===== config.mk =====
export PLATFORM = sky130hd
export DESIGN_NAME = slowclk_window_wdt
export DESIGN_NICKNAME = d
export VERILOG_FILES = /design/src/rtl/slowclk_window_wdt.sv
export SDC_FILE = /design/constraint.sdc
export NUM_CORES = 1
export LEC_CHECK = 0
export CAP_MARGIN = 20
export CELL_PAD_IN_SITES_DETAIL_PLACEMENT = 1
export CELL_PAD_IN_SITES_GLOBAL_PLACEMENT = 1
export CORE_ASPECT_RATIO = 1.25
export CORE_UTILIZATION = 51
export DETAILED_ROUTE_END_ITERATION = 6
export DONT_BUFFER_PORTS = 1
export GPL_TIMING_DRIVEN = 0
export PLACE_DENSITY = 0.84
export REMOVE_ABC_BUFFERS = 1
export SYNTH_ARGS = -nofsm -noshare
export SYNTH_HDL_FRONTEND = slang
export SYNTH_SLANG_ARGS = --single-unit

===== constraint.sdc =====
create_clock -name clk -period 5.7 [get_ports clk]
set_input_delay 1.425 -clock clk [delete_from_list [all_inputs] [get_ports clk]]
set_output_delay 1.425 -clock clk [all_outputs]
set_load 0.01 [all_outputs]

===== src/rtl/slowclk_window_wdt.sv =====
module slowclk_window_wdt #(
  parameter int          PRESC_DIV = 128,
  parameter int          CNT_W     = 12,
  parameter int          LOCK_CYC  = 3,
  parameter logic [7:0]  KEY       = 8'hA5
) (
  input  logic        clk,
  input  logic        rst_n,
  input  logic        wr_en,
  input  logic [1:0]  wr_sel,
  input  logic [31:0] wr_data,
  input  logic        rd_en,
  input  logic [1:0]  rd_sel,
  output logic [31:0] rd_data,
  input  logic        idle_halt_i,
  input  logic        debug_halt_i,
  output logic        irq_o,
  output logic        rst_req_o
);
  localparam int PW = (PRESC_DIV > 1) ? $clog2(PRESC_DIV) : 1;
  localparam int LW = $clog2(LOCK_CYC + 1);
  localparam logic [1:0] SEL_CTRL = 2'd0, SEL_MODE = 2'd1, SEL_STAT = 2'd2;
  localparam int DLT_LSB = 16;

  logic [CNT_W-1:0] cv_q, dlt_q, cnt_q;
  logic             fien_q, rsten_q, hidle_q, hdbg_q, dis_q;
  logic [PW-1:0]    pre_q;
  logic [LW-1:0]    lock_q;
  logic             uf_q, err_q, rst_req_q;
  logic [31:0]      mode_word;

  wire unlocked = (lock_q == '0);
  wire mode_wr  = wr_en && wr_sel == SEL_MODE && unlocked;
  wire restart  = wr_en && wr_sel == SEL_CTRL && unlocked && wr_data[31:24] == KEY && wr_data[0];
  wire freeze   = dis_q || wr_data[28];
  wire halted   = (idle_halt_i && hidle_q) || (debug_halt_i && hdbg_q);
  wire run      = !dis_q && !halted;
  wire tick     = run && pre_q == PW'(PRESC_DIV - 1);
  wire under    = tick && cnt_q == '0 && !mode_wr && !restart;
  wire win_err  = restart && !dis_q && cnt_q > dlt_q;
  wire fault    = under || win_err;
  wire st_rd    = rd_en && rd_sel == SEL_STAT;

  always_ff @(posedge clk or negedge rst_n) begin
    if (!rst_n) begin
      cv_q <= '1; dlt_q <= '1; dis_q <= 1'b1;
      fien_q <= 1'b0; rsten_q <= 1'b0; hidle_q <= 1'b0; hdbg_q <= 1'b0;
    end else if (mode_wr) begin
      fien_q  <= wr_data[12];
      rsten_q <= wr_data[13];
      hidle_q <= wr_data[14];
      hdbg_q  <= wr_data[15];
      dis_q   <= wr_data[28];
      if (!freeze) begin
        cv_q  <= wr_data[CNT_W-1:0];
        dlt_q <= wr_data[DLT_LSB +: CNT_W];
      end
    end
  end

  always_ff @(posedge clk or negedge rst_n) begin
    if (!rst_n) begin
      cnt_q <= '1;
      pre_q <= '0;
    end else if (mode_wr) begin
      cnt_q <= freeze ? cv_q : wr_data[CNT_W-1:0];
      pre_q <= '0;
    end else if (restart) begin
      cnt_q <= cv_q;
      pre_q <= '0;
    end else if (run) begin
      if (tick) begin
        pre_q <= '0;
        cnt_q <= (cnt_q == '0) ? cv_q : cnt_q - 1'b1;
      end else begin
        pre_q <= pre_q + 1'b1;
      end
    end
  end

  always_ff @(posedge clk or negedge rst_n) begin
    if (!rst_n) begin
      lock_q    <= '0;
      uf_q      <= 1'b0;
      err_q     <= 1'b0;
      rst_req_q <= 1'b0;
    end else begin
      if (restart)        lock_q <= LW'(LOCK_CYC);
      else if (!unlocked) lock_q <= lock_q - 1'b1;
      uf_q      <= (uf_q && !st_rd) || under;
      err_q     <= (err_q && !st_rd) || win_err;
      rst_req_q <= fault && rsten_q;
    end
  end

  always_comb begin
    mode_word = '0;
    mode_word[CNT_W-1:0]         = cv_q;
    mode_word[12]                = fien_q;
    mode_word[13]                = rsten_q;
    mode_word[14]                = hidle_q;
    mode_word[15]                = hdbg_q;
    mode_word[DLT_LSB +: CNT_W]  = dlt_q;
    mode_word[28]                = dis_q;
  end

  always_comb begin
    case (rd_sel)
      SEL_MODE: rd_data = mode_word;
      SEL_STAT: rd_data = {30'd0, err_q, uf_q};
      default:  rd_data = '0;
    endcase
  end

  assign irq_o     = fien_q && (uf_q || err_q);
  assign rst_req_o = rst_req_q;

  assert_lock_drops_mode_R5: assert property (@(posedge clk) disable iff (!rst_n)
    (lock_q != '0) |=> $stable(mode_word));

  assert_frozen_timing_R6: assert property (@(posedge clk) disable iff (!rst_n)
    dis_q |=> $stable({cv_q, dlt_q}));

  assert_no_count_disabled_R10: assert property (@(posedge clk) disable iff (!rst_n)
    dis_q |=> ($stable(cnt_q) || cnt_q == cv_q));

  assert_rst_needs_enable_R7: assert property (@(posedge clk) disable iff (!rst_n)
    rst_req_o |-> $past(rsten_q));

  assert_halt_holds_R9: assert property (@(posedge clk) disable iff (!rst_n)
    (halted && !mode_wr && !restart) |=> $stable(cnt_q));
endmodule


==> results of run 1 <==
## final timing paths
kind | slack [ps] | to | from
worst max-delay path | 1650 | rd_data[0] | rd_sel[1]
worst min-delay path | 470 | cv_q[5] | cv_q[5]
worst max register to register | 2750 | cnt_q[3] | lock_q[0]
worst min register to register | 470 | cv_q[5] | cv_q[5]
max in group asynchronous | 4710 | cv_q[3] | rst_n
min in group asynchronous | 790 | lock_q[0] | rst_n
## metal layers
metal | global-route usage, % | routed length [um] | up-vias | share of wire [%]
met4 | 9.75 | 163 | 0 | 1.7
li1 | - | - | 1307 | -
met3 | 3.99 | 395 | 14 | 4.2
met1 | 34.2 | 3870 | 1417 | 41
met2 | 48.7 | 4910 | 78 | 53
met5 | 0 | 0 | - | 0
## cell usage in the layout, fill, tap and decap left out, types with 4 or more instances in the layout
| master | n |
|---|---|
| o21ai_0 | 32 |
| nand2_1 | 80 |
| o21a_1 | 5 |
| nor3_1 | 12 |
| and2_1 | 28 |
| clkbuf_8 | 5 |
| dfstp_2 | 37 |
| xor2_1 | 5 |
| nand3_1 | 7 |
| o22ai_1 | 4 |
| dfrtp_1 | 16 |
| o31ai_1 | 5 |
| nor2_1 | 26 |
| inv_1 | 19 |
| nand4_1 | 5 |
| ha_1 | 18 |
| a21oi_1 | 10 |
## cells in the mapped netlist, drive strengths merged (2+ instances only)
master and n:
a211oi 2, a21o 3, a21oi 11, a22o 2, a22oi 3, a31oi 4
and2 28, buf 10, clkbuf 9, dfrtp 16, dfstp 37, ha 18
inv 19, mux2i 2, nand2 81, nand2b 3, nand3 7, nand3b 2
nand4 5, nand4bb 2, nor2 27, nor2b 2, nor3 14, nor4 3
o21a 5, o21ai 36, o22ai 4, o2bb2ai 2, o31ai 5, or2 2
or3 2, or4 2, xor2 5
## registers in the layout, indices dropped and copies added, names as in the netlist, 2 cells and up
name and flops:
dlt_q 12, cnt_q 12, lock_q 2, pre_q 7, cv_q 12
## final cells by class
type / count / area, um^2 / share of cell area [%]
clock inverter: 3 / 65.1 / 1.83
tap: 85 / 106 / 2.99
timing repair buffer: 2 / 35.0 / 0.986
multi-input combinational: 297 / 1830 / 51.6
inverter: 19 / 71.3 / 2.01
clock buffer: 5 / 68.8 / 1.94
sequential: 53 / 1370 / 38.6
## cell families (layout without fill, tap and decap cells)
| kind of cell | after synthesis | count (layout) |
|---|---|---|
| simple gates | 183 | 183 |
| compound gates | 85 | 85 |
| flops | 53 | 53 |
| buf+inv | 38 | 29 |
| fa+ha+maj | 18 | 18 |
| xor+xnor | 6 | 6 |
| mux | 2 | 2 |
| other cells | 1 | 3 |
## stage by stage
step	setup WS (ps)	util, %	total power, mW	instances	instance area (um^2)
after floorplan	2060	-	1.26	369	3280
after global placement	1630	53.8	1.39	454	3380
after detailed placement	1560	54.3	1.47	455	3410
after CTS	1570	56.4	1.79	463	3550
after global routing	1450	56.5	1.90	464	3550
final	1650	56.5	1.79	464	3550
## power by group
group / switching (mW) / leakage (nW) / internal, mW / total (mW)
sequential: 0.190 / 0.593 / 0.633 / 0.822
clock: 0.136 / 0.0681 / 0.175 / 0.311
combinational: 0.376 / 0.890 / 0.282 / 0.658
## critical path: stages
cell,delay (ps)
inv_1,30
ha_1,730
a22oi_1,200
nor2_1,230
==> impl_metrics.ini, run 1 <==
[run_status]
status = finished clean

[detailed_routing]
drt_iter0_markers = 150
dr.pass1.iters = 4
ant_nets = 0
vias = 2816
vias_per_cell = 6.07
drc = 0
wirelength_um = 9340
wire_per_inst_um = 20.1

[critical_path]
required_ps = 4280
reg2reg_depth = 9
critPathCaptureType = output pin
cp_max_fo = 29
cp-start-kind = input port
arrival_ps = 2620
path_class = input port to output pin

[timing]
max_freq_ghz = 0.247
final.min_clock_period_ps = 4050
rsz0062_at_grt = no
final.setup_skew_ps = 4.30
finalMaxSlewViolations = 0
hold_slack_ps = 472
timing.setup.tns_ps = 0
hold_violations = 0
setup_viol = 0
maxSlewHeadroom_pct = 33.5
period_share_pct = 71.0
worstMarginPinSlew_ps = 992

[logic_synthesis]
yosys-top-cells-area = dfstp_2, dfrtp_1, nand2_1
syn_area_um2 = 3390
syn-mean-instance-area_um2 = 8.77
yosys.area.top_type = dfstp_2
ys_seq_area_share_pct = 40.5
ys_async_sr_fraction_pct = 100
synth_ff_type = dfstp_2
ys_ff_latch = 53
yosys.area_share.simple_pct = 28.4
synth_fa_ha_area_share_pct = 6.65
synth-xor-area-share_pct = 1.55
ys_types = 63
synth-edff-count = 0
synth_cells = 386
synth_top_area_share_pct = 28.7
synth_top_family_by_area = simple AND/OR/NAND/NOR gates
synth_warnings = 0
synthMuxAreaShare_pct = 0.591
synth_compound_area_share_pct = 16.6

[clock_tree]
cts_made_buffers = 5
clk_path_buf_depth = 2
cts-root-buf = clkbuf_8
h-tree-depth = 2
ctsHoldBuffers = 0
clk_pin_slew_ps = 100
cts_tree = built
ctsResizeCount = 0
clkLatencyLatePin_ps = 320
cts_sinks = 53
postCtsSetupBuffers = 0

[min_path]
holdPathStages = 2
hold_path.class = register to register

[layout]
final.fill_count = 779
antennaDiodeCount = 0
layout-drive-gt1-share_pct = 17.9
area_growth_pct = 4.91
layout.nets = 438

[die]
core_um2 = 6290
die_w_um = 74.9
die_area_um2 = 6970
die_h_um = 93.1
initial_core_util_pct = 53.9
num_io_pins = 76
std_cell_rows = 32

[placement]
dp.final_hpwl_um = 6620
io_buffers = 0
routabilityCongestion = 0.825

[power]
ir_worst_vdd_v = 0.000182
power.density_nw_per_um2 = 504
leakage_nw = 1.55

[global_routing]
antenna_found_initial = 0
grt_max_degree = 54
grt_first_pass_wirelength_um = 14600
grt-ovfl-total = 0
grt_pass1_vias = 2956
grt_util_all_layers_pct = 27.9

[flow_run]
maxCapViolations = 0
Power figures use the tool's default switching activity.
==> run 2, diff against run 1 <==
--- a/config.mk
+++ b/config.mk
@@ -9,11 +9,11 @@
 export CELL_PAD_IN_SITES_DETAIL_PLACEMENT = 1
 export CELL_PAD_IN_SITES_GLOBAL_PLACEMENT = 1
 export CORE_ASPECT_RATIO = 1.25
-export CORE_UTILIZATION = 51
+export CORE_UTILIZATION = 47
 export DETAILED_ROUTE_END_ITERATION = 6
 export DONT_BUFFER_PORTS = 1
 export GPL_TIMING_DRIVEN = 0
-export PLACE_DENSITY = 0.84
+export PLACE_DENSITY = 0.78
 export REMOVE_ABC_BUFFERS = 1
 export SYNTH_ARGS = -nofsm -noshare
 export SYNTH_HDL_FRONTEND = slang
==> constraint.sdc (replaced) <==
create_clock -name clk -period 4.23 [get_ports clk]
set_input_delay 1.0575 -clock clk [delete_from_list [all_inputs] [get_ports clk]]
set_output_delay 1.0575 -clock clk [all_outputs]
set_load 0.01 [all_outputs]
==> run 2 against run 1 <==
Global-route usage down 3.3 points. Final cell count up 0.86%. First-iteration DRC count down 14%. Non-clock buffer count down 1. Critical path depth up 2.
==> impl_metrics.ini, run 2 (same netlist as run 1, synthesis figures left out) <==
[critical_path]
rrSetupSlack_ps = 1030
required_ps = 4480
arrival_ps = 3600
cp-start-kind = input port
critPathCaptureType = register
rr_startpoint = lock_q[0]
cp_max_fo = 21
reg2reg_depth = 8
r2r_end = cnt_q[10]
path_class = input port to register

[layout]
layout.nets = 437
area_growth_pct = 3.40
final_common_cell = nand2_1
layout-drive-gt1-share_pct = 17.2
final_cell_mix = nand2_1, dfstp_2, o21ai_0, and2_1, nor2_1
antennaDiodeCount = 0
fin_util_pct = 50.2
reg_top3 = cnt_q x12, cv_q x12, dlt_q x12

[global_routing]
grt_pass1_vias = 2983
grt.busiest_layer = met2
met1_usage_pct = 29.7
grt_util_all_layers_pct = 24.6
grt_first_pass_wirelength_um = 14600
grt_max_degree = 54
grt-ovfl-total = 0
antenna_found_initial = 0
grtUsageMet2_pct = 43.2
use_met3_pct = 3.40

[timing]
max_freq_ghz = 0.298
timing.setup.tns_ps = 0
worstMarginPinSlew_ps = 960
maxSlewHeadroom_pct = 35.7
period_share_pct = 79.2
hold_violations = 0
finalMaxSlewViolations = 0
final.min_clock_period_ps = 3350
rsz0062_at_grt = no
final.setup_skew_ps = 6.06
setup_viol = 0

[die]
die_h_um = 96.9
num_io_pins = 76
die_w_um = 77.9
std_cell_rows = 34
die_area_um2 = 7550
initial_core_util_pct = 48.5
core_um2 = 6980

[clock_tree]
postCtsSetupBuffers = 0
h-tree-depth = 2
ctsResizeCount = 0
ctsHoldBuffers = 0
cts_tree = built
cts-root-buf = clkbuf_8
clkLatencyLatePin_ps = 310
cts_sinks = 53
cts_made_buffers = 5
clk_path_buf_depth = 2
clk_pin_slew_ps = 100

[min_path]
hold_path.class = input port to async pin

[detailed_routing]
ant_nets = 0
wirelength_um = 8620
drc = 0
vias_per_cell = 5.91
drt_iter0_markers = 129
dr.pass1.iters = 4
wire_per_inst_um = 18.4
vias = 2765

[placement]
io_buffers = 0
dp.final_hpwl_um = 6330
routabilityCongestion = 0.835

[power]
leakage_nw = 1.52
ir_worst_vdd_v = 0.000248
power.density_nw_per_um2 = 640

[run_status]
status = finished clean

[flow_run]
maxCapViolations = 0
run 2: changes by cell type in the layout (fill, tap and decap cells not counted):
cell        before  now
clkbuf_1         0    2
clkinvlp_4       0    1
clkinv_2         1    0
bufinv_16        2    0
buf_4            1    0
run 2: how the worst max path moves through the flow:
stage                          from   endpoint  slack [ps]  depth (start not counted)
final                     wr_sel[1]  cnt_q[10]         880                          6
after global routing      wr_sel[1]  cnt_q[10]         670                          6
after CTS                 wr_sel[1]  cnt_q[10]         860                          6
after detailed placement  wr_sel[1]  cnt_q[10]         530                          6
after global placement    wr_sel[1]   cnt_q[6]         420                          6
after floorplan           wr_sel[1]   cnt_q[3]        1180                          6
run 2: final cells by class:
class | instances | area, um^2
Clock buffer | 7 | 76.3
Clock inverter | 1 | 7.51
Multi-Input combinational cell | 297 | 1830
Sequential cell | 53 | 1370
Fill cell | 885 | 3470
Inverter | 19 | 71.3
Timing Repair Buffer | 1 | 27.5
Tap cell | 90 | 113
run 2: power breakdown:
group | switching (mW) | internal, mW | total [mW] | leakage [nW]
sequential | 0.246 | 0.852 | 1.10 | 0.593
clock | 0.171 | 0.118 | 0.289 | 0.0385
combinational | 0.482 | 0.373 | 0.855 | 0.885
total | 0.899 | 1.34 | 2.24 | 1.52
run 2: through the flow:
| stage | total power [mW] | hold WS, ps | cell area, um^2 | std cells | setup WS, ps |
|---|---|---|---|---|---|
| 2_1_floorplan | 1.70 | 441 | 3280 | 369 | 1180 |
| 5_1_grt | 2.43 | 414 | 3500 | 468 | 665 |
| 3_5_place_dp | 1.96 | 458 | 3420 | 460 | 533 |
| 4_1_cts | 2.26 | 426 | 3500 | 468 | 863 |
| 3_3_place_gp | 1.89 | 450 | 3390 | 459 | 416 |
| 6_report | 2.24 | 436 | 3500 | 468 | 879 |
run 2: per-layer routing:
layer | up-vias | share of wire (%)
met5 | - | 0
met2 | 61 | 52
met1 | 1389 | 42
met3 | 18 | 3.5
met4 | 0 | 2.8
li1 | 1297 | -
run 2: critical path: stages:
cell,delay (ps)
nand3b_2,270
nor2_1,770
nand2_1,760
o22ai_1,390
o21ai_0,120
a32o_1,220
==> run 3, diff against run 2 <==
--- a/config.mk
+++ b/config.mk
@@ -9,11 +9,11 @@
 export CELL_PAD_IN_SITES_DETAIL_PLACEMENT = 1
 export CELL_PAD_IN_SITES_GLOBAL_PLACEMENT = 1
 export CORE_ASPECT_RATIO = 1.25
-export CORE_UTILIZATION = 47
+export CORE_UTILIZATION = 43
 export DETAILED_ROUTE_END_ITERATION = 6
 export DONT_BUFFER_PORTS = 1
 export GPL_TIMING_DRIVEN = 0
-export PLACE_DENSITY = 0.78
+export PLACE_DENSITY = 0.75
 export REMOVE_ABC_BUFFERS = 1
 export SYNTH_ARGS = -nofsm -noshare
 export SYNTH_HDL_FRONTEND = slang
==> constraint.sdc (replaced) <==
create_clock -name clk -period 3.03 [get_ports clk]
set_input_delay 0.7575 -clock clk [delete_from_list [all_inputs] [get_ports clk]]
set_output_delay 0.7575 -clock clk [all_outputs]
set_load 0.01 [all_outputs]
==> run 3 against run 2 <==
Via count down 1.3%. Sequential share of layout area down 0.40 points. Final area up 1.0%.
==> impl_metrics.ini, run 3 (same netlist as run 1, synthesis figures left out) <==
[timing]
hold_violations = 0
maxSlewHeadroom_pct = 38.6
finalMaxSlewViolations = 0
final.min_clock_period_ps = 2710
max_freq_ghz = 0.368
period_share_pct = 89.6
worstMarginPinSlew_ps = 916
setup_viol = 0
rsz0062_at_grt = no
final.setup_skew_ps = 8.97

[flow_run]
maxCapViolations = 0

[detailed_routing]
vias = 2730
ant_nets = 0
dr.pass1.iters = 4
drc = 0
wirelength_um = 8980
vias_per_cell = 5.78
drt_iter0_markers = 100
wire_per_inst_um = 19.0

[critical_path]
critPathCaptureType = output pin
cp_max_fo = 29
r2r_end = cnt_q[6]
reg2reg_depth = 9
rr_startpoint = lock_q[0]
arrival_ps = 1960
rrSetupSlack_ps = 320
path_class = input port to output pin
endpoint = rd_data[0]
cp-start-kind = input port
crit_start = rd_sel[1]
required_ps = 2270

[clock_tree]
ctsHoldBuffers = 0
cts-root-buf = clkbuf_8
clkLatencyLatePin_ps = 320
clk_path_buf_depth = 2
cts_sinks = 53
cts_made_buffers = 5
h-tree-depth = 2
clk_pin_slew_ps = 110
cts_tree = built

[power]
p_int_mw = 1.88
ir_worst_vdd_v = 0.000352
switching_share_pct = 40.4
power.density_nw_per_um2 = 893
seq_power_share_pct = 48.6
leakage_nw = 1.53
pwr-share-clk_pct = 13.6
p_sw_mw = 1.28
p_comb_share_pct = 37.8

[placement]
dp_cells = 462
io_buffers = 0
place_area_um2 = 3420
routabilityCongestion = 0.796
dp.final_hpwl_um = 6490

[global_routing]
grt_pass1_vias = 2863
grt_first_pass_wirelength_um = 14800
grt_max_degree = 54
grt-ovfl-total = 0
grt_util_all_layers_pct = 23.6
antenna_found_initial = 0

[die]
num_io_pins = 76
die_w_um = 81.4
core_um2 = 7490
die_h_um = 101
initial_core_util_pct = 45.2
std_cell_rows = 35
die_area_um2 = 8240

[layout]
layout.nets = 439
antennaDiodeCount = 0
postLayoutCellArea_um2 = 3540
final_cell_mix = nand2_1, dfstp_2, o21ai_0, and2_1, nor2_1
layout-drive-gt1-share_pct = 18.7
reg_top3 = cnt_q x12, cv_q x12, dlt_q x12
fin_util_pct = 47.3
area_growth_pct = 4.47
stdcell_count = 472
final_common_cell = nand2_1

[min_path]
hold_path.class = input port to async pin

[run_status]
status = finished clean
[run 3: changes by cell type in the layout (fill, tap and decap cells not counted), sizes merged]
cell      delta
clkbuf       -2
clkinv       +2
buf          +1
clkinvlp     -1
inv          +1
nor3         +1
[run 3: power groups by stage]
stage | Sequential, mW | Combinational (mW) | Clock (mW)
floorplan | 1.42 | 0.953 | 0
global placement | 1.53 | 1.11 | 0
detailed placement | 1.55 | 1.19 | 0
CTS | 1.54 | 1.21 | 0.450
global route | 1.59 | 1.38 | 0.473
finish | 1.54 | 1.20 | 0.429
[run 3: worst min-delay path by stage]
stage | from | endpoint | slack, ps | depth (start not counted)
6_report | rst_n | pre_q[0] | 120 | 0
5_1_grt | rst_n | pre_q[0] | 100 | 0
4_1_cts | rst_n | pre_q[4] | 110 | 0
3_5_place_dp | rst_n | lock_q[0] | 460 | 0
3_3_place_gp | cv_q[4] | cv_q[4] | 450 | 2
2_1_floorplan | cv_q[10] | cv_q[10] | 440 | 2
[run 3: area by class of cell]
cell class	instances	area [um^2]
clock buffer	5	68.8
clock inverter	3	26.3
sequential	53	1370
timing repair buffer	2	35.0
multi-input combinational	298	1850
fill	910	3950
tap	92	115
inverter	19	71.3
[run 3: layer usage]
layer,vias to the layer above,wire length (um),GRT usage [%]
met5,-,0,0
met4,0,138,6.32
met3,9,251,2.61
met2,53,4710,43.1
met1,1358,3890,28.9
li1,1310,-,-
[run 3: through the flow]
stage	setup WS [ps]	hold WS, ps	setup TNS [ps]	total power [mW]
detailed placement	-476	458	-3260	2.74
global placement	-546	450	-6360	2.64
finish	315	122	0	3.16
CTS	128	111	0	3.20
global route	67.9	97.3	0	3.44
floorplan	283	441	0	2.37
[run 3: worst max-delay path, cell delays in order]
cell	delay (ps)
inv_1	40
ha_1	730
a22oi_1	200
nor2_1	230
[run 3: repair_timing]
| item | CTS | global route |
|---|---|---|
| pin swaps | 1 | 0 |
| setup endpoints to repair | 7 | 5 |
| resized for setup | 1 | 1 |
| cloned | 1 | 0 |
| setup buffers | 1 | 0 |
